--- src/rtl/premac_pkg.sv ---
package premac_pkg;
  typedef enum logic [1:0] {
    PRE_D_PLUS_A  = 2'b00,
    PRE_D_MINUS_A = 2'b01,
    PRE_A_ONLY    = 2'b10,
    PRE_A_ONLY_X  = 2'b11
  } pre_op_e;

  typedef enum logic [1:0] {
    POST_ADD_C = 2'b00,
    POST_SUB_C = 2'b01,
    POST_ACC   = 2'b10,
    POST_PASS  = 2'b11
  } post_op_e;
endpackage

--- src/rtl/premac_pipe_reg.sv ---
module premac_pipe_reg #(
  parameter int W  = 8,
  parameter bit EN = 1'b1
) (
  input  logic         clk_i,
  input  logic         rst_ni,
  input  logic         ce_i,
  input  logic         srst_i,
  input  logic [W-1:0] d_i,
  output logic [W-1:0] q_o
);
  generate
    if (EN) begin : g_reg
      logic [W-1:0] q_q;
      always_ff @(posedge clk_i or negedge rst_ni) begin
        if (!rst_ni)     q_q <= '0;
        else if (srst_i) q_q <= '0;
        else if (ce_i)   q_q <= d_i;
      end
      assign q_o = q_q;

      AST_SRST_CLEAR: assert property (@(posedge clk_i) disable iff (!rst_ni)
        srst_i |=> (q_o == '0)) else $error("stage not cleared");
      AST_CE_HOLD: assert property (@(posedge clk_i) disable iff (!rst_ni)
        (!ce_i && !srst_i) |=> $stable(q_o)) else $error("stage moved while disabled");
    end else begin : g_wire
      logic unused_ctl;
      assign unused_ctl = ^{clk_i, rst_ni, ce_i, srst_i};
      assign q_o = d_i;
    end
  endgenerate
endmodule

--- src/rtl/premac_pre_adder.sv ---
module premac_pre_adder import premac_pkg::*; #(
  parameter int W = 27
) (
  input  logic [1:0]          op_i,
  input  logic signed [W-1:0] a_i,
  input  logic signed [W-1:0] d_i,
  output logic signed [W-1:0] ad_o
);
  always_comb begin
    case (pre_op_e'(op_i))
      PRE_D_PLUS_A:  ad_o = d_i + a_i;
      PRE_D_MINUS_A: ad_o = d_i - a_i;
      default:       ad_o = a_i;
    endcase
  end

  always_comb begin
    if (op_i == PRE_D_PLUS_A)
      AST_PRE_SUM: assert (W'(ad_o - a_i) == d_i) else $error("pre-add sum");
    if (op_i == PRE_D_MINUS_A)
      AST_PRE_DIFF: assert (W'(ad_o + a_i) == d_i) else $error("pre-add diff");
  end
endmodule

--- src/rtl/premac_mult.sv ---
module premac_mult #(
  parameter int AW = 27,
  parameter int BW = 18,
  parameter int MW = AW + BW
) (
  input  logic signed [AW-1:0] a_i,
  input  logic signed [BW-1:0] b_i,
  output logic signed [MW-1:0] m_o
);
  logic signed [MW-1:0] a_x, b_x;
  assign a_x = MW'(a_i);
  assign b_x = MW'(b_i);
  assign m_o = a_x * b_x;

  always_comb begin
    if (a_i != '0 && b_i != '0)
      AST_MUL_SIGN: assert (m_o[MW-1] == (a_i[AW-1] ^ b_i[BW-1])) else $error("product sign");
  end
endmodule

--- src/rtl/premac_post_adder.sv ---
module premac_post_adder import premac_pkg::*; #(
  parameter int W = 48
) (
  input  logic [1:0]   op_i,
  input  logic [W-1:0] m_i,
  input  logic [W-1:0] c_i,
  input  logic [W-1:0] fb_i,
  output logic [W-1:0] p_o
);
  always_comb begin
    case (post_op_e'(op_i))
      POST_ADD_C: p_o = m_i + c_i;
      POST_SUB_C: p_o = m_i - c_i;
      POST_ACC:   p_o = fb_i + m_i;
      default:    p_o = m_i;
    endcase
  end

  always_comb begin
    if (op_i == POST_ACC)
      AST_POST_ACC: assert (W'(p_o - m_i) == fb_i) else $error("accumulate");
  end
endmodule

--- src/rtl/premac_slice.sv ---
module premac_slice #(
  parameter int AW      = 27,
  parameter int BW      = 18,
  parameter int PW      = 48,
  parameter bit IN_REG  = 1'b1,
  parameter bit PRE_REG = 1'b1,
  parameter bit MUL_REG = 1'b1,
  parameter bit OUT_REG = 1'b1
) (
  input  logic          clk_i,
  input  logic          rst_ni,
  input  logic [AW-1:0] a_i,
  input  logic [AW-1:0] d_i,
  input  logic [BW-1:0] b_i,
  input  logic [PW-1:0] c_i,
  input  logic [1:0]    pre_mode_i,
  input  logic [1:0]    post_mode_i,
  input  logic          ce_in_i,
  input  logic          ce_pre_i,
  input  logic          ce_mul_i,
  input  logic          ce_out_i,
  input  logic          srst_in_i,
  input  logic          srst_pre_i,
  input  logic          srst_mul_i,
  input  logic          srst_out_i,
  output logic [PW-1:0] p_o
);
  localparam int MW   = AW + BW;
  localparam int S1_W = 2 + 2 + PW + BW + AW + AW;
  localparam int S2_W = 2 + PW + BW + AW;
  localparam int S3_W = 2 + PW + MW;

  // input stage
  logic [S1_W-1:0] s1_d, s1_q;
  logic [AW-1:0]   s1_a, s1_d_op;
  logic [BW-1:0]   s1_b;
  logic [PW-1:0]   s1_c;
  logic [1:0]      s1_pre, s1_post;

  assign s1_d = {pre_mode_i, post_mode_i, c_i, b_i, d_i, a_i};
  premac_pipe_reg #(.W(S1_W), .EN(IN_REG)) u_in_reg (
    .clk_i, .rst_ni, .ce_i(ce_in_i), .srst_i(srst_in_i), .d_i(s1_d), .q_o(s1_q));
  assign {s1_pre, s1_post, s1_c, s1_b, s1_d_op, s1_a} = s1_q;

  // pre-adder stage
  logic [AW-1:0]   ad;
  logic [S2_W-1:0] s2_d, s2_q;
  logic [AW-1:0]   s2_ad;
  logic [BW-1:0]   s2_b;
  logic [PW-1:0]   s2_c;
  logic [1:0]      s2_post;

  premac_pre_adder #(.W(AW)) u_pre (
    .op_i(s1_pre), .a_i(s1_a), .d_i(s1_d_op), .ad_o(ad));
  assign s2_d = {s1_post, s1_c, s1_b, ad};
  premac_pipe_reg #(.W(S2_W), .EN(PRE_REG)) u_pre_reg (
    .clk_i, .rst_ni, .ce_i(ce_pre_i), .srst_i(srst_pre_i), .d_i(s2_d), .q_o(s2_q));
  assign {s2_post, s2_c, s2_b, s2_ad} = s2_q;

  // multiplier stage
  logic [MW-1:0]   prod;
  logic [S3_W-1:0] s3_d, s3_q;
  logic [MW-1:0]   s3_m;
  logic [PW-1:0]   s3_c;
  logic [1:0]      s3_post;

  premac_mult #(.AW(AW), .BW(BW), .MW(MW)) u_mul (
    .a_i(s2_ad), .b_i(s2_b), .m_o(prod));
  assign s3_d = {s2_post, s2_c, prod};
  premac_pipe_reg #(.W(S3_W), .EN(MUL_REG)) u_mul_reg (
    .clk_i, .rst_ni, .ce_i(ce_mul_i), .srst_i(srst_mul_i), .d_i(s3_d), .q_o(s3_q));
  assign {s3_post, s3_c, s3_m} = s3_q;

  // post-adder stage
  logic [PW-1:0] m_ext, p_next, p_fb, p_q;

  assign m_ext = PW'($signed(s3_m));

  premac_post_adder #(.W(PW)) u_post (
    .op_i(s3_post), .m_i(m_ext), .c_i(s3_c), .fb_i(p_fb), .p_o(p_next));
  premac_pipe_reg #(.W(PW), .EN(OUT_REG)) u_out_reg (
    .clk_i, .rst_ni, .ce_i(ce_out_i), .srst_i(srst_out_i), .d_i(p_next), .q_o(p_q));

  // feedback only exists when the output is registered
  generate
    if (OUT_REG) begin : g_fb
      assign p_fb = p_q;
    end else begin : g_no_fb
      assign p_fb = '0;
    end
  endgenerate

  assign p_o = p_q;
endmodule

--- config.mk ---
export PLATFORM = sky130hd
export DESIGN_NAME = premac_slice
export DESIGN_NICKNAME = d
export VERILOG_FILES = /design/src/rtl/premac_pkg.sv /design/src/rtl/premac_pipe_reg.sv /design/src/rtl/premac_pre_adder.sv /design/src/rtl/premac_mult.sv /design/src/rtl/premac_post_adder.sv /design/src/rtl/premac_slice.sv
export SDC_FILE = /design/constraint.sdc
export NUM_CORES = 2
export LEC_CHECK = 0
export BUFFER_PORTS_ARGS = -buffer_cell sky130_fd_sc_hd__buf_4
export CAP_MARGIN = 20
export CORE_ASPECT_RATIO = 0.6
export CORE_MARGIN = 8
export CORE_UTILIZATION = 50
export CTS_BUF_LIST = sky130_fd_sc_hd__clkbuf_8
export DETAILED_ROUTE_END_ITERATION = 10
export PLACE_DENSITY = 0.66
export SETUP_SLACK_MARGIN = 0.05
export SLEW_MARGIN = 15
export SYNTH_ARGS = -nofsm -noshare
export SYNTH_HDL_FRONTEND = slang
export SYNTH_SLANG_ARGS = --single-unit
--- constraint.sdc ---
create_clock -name clk_i -period 6.6 [get_ports clk_i]
set_clock_uncertainty 0.15 [all_clocks]
set_input_delay 0 -clock clk_i [delete_from_list [all_inputs] [get_ports clk_i]]
set_output_delay 0 -clock clk_i [all_outputs]
set_load 0.05 [all_outputs]
==> results.txt <==
Status = complete, no violations
Final setup viols = 0
Hold worst-path end = u_in_reg.q_o[122]
Largest net degree at the start of global routing = 129
TritonCTS clock tree = built
Area Overhead vs Synth = 24.3%
Initial antenna violation count = 0
Dpl hpwl = 82,400 um
Post-synthesis sequential area ratio = 0.237
CP arrival = 6990 ps
FF-to-FF End = u_mul_reg.q_o[41]
Worst-Margin Slew = 987 ps
Syn Nets = 5,021
Multi-input logic area = 26,400 sq um
Nets = 5,621
Global Route Usage Sum = 0.258
Yosys warns = 0
Clock Sinks = 362
Netlist cell types = 75
Relative slew margins = 0.342
Sequential standard cell area = 9090 sq um
TNS Setup = 0 ps
Peak VDD IR = 144 uV
Clock buffer depth = 3
Num CTS Buffers = 56
Pwr Density = 144 nW/um^2
Post-Synth Simple-Gate Area = 0.151
Top FF cell, synth = dfrtp_1
Largest family of logic cells by synthesized area = adder cells
Worst-skew pair later-pin latency = 720 ps
Flop2flop setup slack = 10 ps
R2R depth = 23
RSZ-0062 raised after global routing = true
Worst hold path depth = 4
Clock edge transition at the registers on the reported setup and hold paths = 80 ps
PortBufs = 181
Hold WS = 54.6 ps
Number of global-route vias before repair = 33.0k
Max Freq = 0.152 GHz
GRT Residual Overflow = 0
Drt first pass iters = 7
Largest cells by area after synthesis = fa_1, dfrtp_1, mux2i_1, ha_1, inv_1
Post-synth EDFFs = 0
DRC viols = 0
Avg Vias per Cell = 5.47
Asr flop ratio synth = 1.00
Total number of vias = 32.1k
Final Non-Filler Cells = 5,870
Startpoint types = flop
Post-Synthesis Cells = 4,223
Hold Crit Class = in -> reg
Post-DRT Antenna Nets = 0
Fin crit share = 0.998
Pleak = 23.5 nW
Die Ht = 230 um
Worst Path Required = 7010 ps
Final WL = 113,000 um
Global-route wire length before repair = 182,000 um
Initial drt markers = 2,536
Initial core utilization = 0.506
#FFs+latches synth = 362
Share of the synthesized area in the top cell type = 0.249
Die Wd = 373 um
Final min period = 6590 ps
Post-synthesis mux area share = 0.0767
WL met2 = 50,300 um
Core area = 75,600 sq um
Post-synthesis compound-gate area fraction = 0.112
Final-report max-slew violation count = 0
Row cnt = 78
Worst hold start = pre_mode_i[0]
Adder-Cell Fraction of Synth Area = 0.310
Metal3 WL = 8240 um
DP Cell Count = 5,359
Final-report hold violation count = 0
Synth Area in XOR/XNOR = 0.0298
Die area = 85,900 sq um
Post-Syn Area = 38,200 sq um
CTS H-tree depth = 2
Max FO, Critical Path = 5
Num ports = 182
WS Path Type = reg -> reg
Reg2reg start = u_pre_reg.q_o[15]
Fraction of layout cells with a size suffix above 1 = 0.133
Syn Area/Cell = 9.06 sq um
CP Capture Type = flop
WL met1 = 51,800 um
Max Cap Viol = 0
Filler Cell Count = 6,189
Wire per inst = 19.2 um
Cell taking the most area after synthesis = fa_1
Placer Congestion = 0.922
Root Buffer Master = clkbuf_8
Highest Signal Layer = met4
==> flip-flops by register name (all words and copies together), names as in the netlist <==
name	count
u_in_reg.q_o	124
u_mul_reg.q_o	95
u_pre_reg.q_o	95
u_out_reg.q_o	48
==> cell usage after synthesis, types with 73 or more instances <==
library cell / count
and2_1: 192
o21ai_0: 124
a21o_1: 73
nand2_1: 412
dfrtp_1: 362
fa_1: 475
a21oi_1: 137
nor2_1: 454
mux2i_1: 292
ha_1: 189
clkbuf_1: 229
xnor2_1: 81
inv_1: 598
==> power breakdown <==
group	switching, mW	total [mW]	internal, mW
clock network	0.996	2.08	1.09
logic	1.26	2.26	1.00
registers	0.172	2.51	2.34
total	2.43	6.86	4.43
==> critical path: stages (launching register included) <==
cell and delay [ps]:
dfrtp_2 460, buf_2 230, nand2_1 90, fa_1 510, fa_2 520, fa_2 550, inv_1 60, fa_2 470
fa_1 490, inv_1 50, fa_1 550, inv_1 60, ha_2 180, a21o_1 180, a21o_1 190, a21oi_2 170
nand2_1 70, o211ai_1 270, buf_4 220, o21bai_4 70, a221o_1 380, o31ai_4 250, xor2_1 170, o21ai_1 70
==> layout by cell type (no fill, tap or decap), drive strengths merged, types with 17 or more instances in the layout <==
master / synthesis / final
a21o: 73 / 73
o21ai: 131 / 131
o22ai: 34 / 34
and2: 192 / 192
nand3: 31 / 31
dlygate4sd3: 0 / 376
xnor2: 81 / 81
nor3: 47 / 47
xor2: 49 / 49
fa: 475 / 475
mux2i: 292 / 292
clkbuf: 229 / 76
nand2b: 33 / 33
o211ai: 39 / 39
nor2: 454 / 454
a21oi: 137 / 137
nand2: 412 / 412
a211oi: 52 / 52
nor2b: 17 / 17
a31oi: 33 / 33
a32oi: 24 / 24
dfrtp: 362 / 362
ha: 189 / 189
inv: 598 / 613
buf: 26 / 419
o31a: 21 / 21
==> metal layers <==
layer,vias up,GRT usage
met5,-,0
li1,14900,-
met2,1098,0.406
met1,16000,0.375
met4,0,0.0534
met3,174,0.0431
==> stage by stage <==
stage	worst slack (ps)	utilization	instance area [sq um]	total power, mW
6_report	11.5	0.629	47500	6.86
5_1_grt	-171	0.629	47500	7.22
4_1_cts	21.1	0.619	46800	6.77
3_5_place_dp	-102	0.551	41700	4.49
3_3_place_gp	-32.2	0.551	41700	4.47
2_1_floorplan	104	-	38200	3.73
==> logic make-up after synthesis <==
group / count (synthesis)
DFF: 362
muxes: 293
adders and majority gates: 664
xor gates and xnor gates: 130
AOI/OAI and AO/OA: 649
and+or+nand+nor: 1272
buffers and inverters: 853
==> worst max path at each step <==
stage	end	cells after the start	slack, ps	startpoint
finish	u_mul_reg.q_o[41]	23	10	u_pre_reg.q_o[15]
CTS	u_mul_reg.q_o[35]	24	20	u_pre_reg.q_o[33]
detailed placement	u_mul_reg.q_o[35]	21	-100	u_pre_reg.q_o[30]
floorplan	u_mul_reg.q_o[35]	24	100	u_pre_reg.q_o[36]
global placement	u_mul_reg.q_o[40]	24	-30	u_pre_reg.q_o[27]
global route	u_mul_reg.q_o[41]	24	-170	u_pre_reg.q_o[33]
==> timing repair <==
| action | CTS | global route |
|---|---|---|
| gates cloned | 0 | 1 |
| resized for setup | 18 | 135 |
| hold buffers | 378 | 0 |
| pin swaps | 1 | 70 |
| hold endpoints to repair | 648 | 0 |
| endpoints found under the setup margin | 10 | 22 |
| setup buffers | 1 | 26 |
==> area by class of cell <==
| type | count | share of cell area |
|---|---|---|
| multi-input cells | 3008 | 0.556 |
| flip-flops and latches | 362 | 0.191 |
| repair buffers | 797 | 0.154 |
| inverters | 598 | 0.0473 |
| well taps | 1000 | 0.0263 |
| clock buffers | 74 | 0.0214 |
| clock inverters | 30 | 0.00429 |
| diodes | 1 | 0.0000526 |
Power figures use the tool's default switching activity.
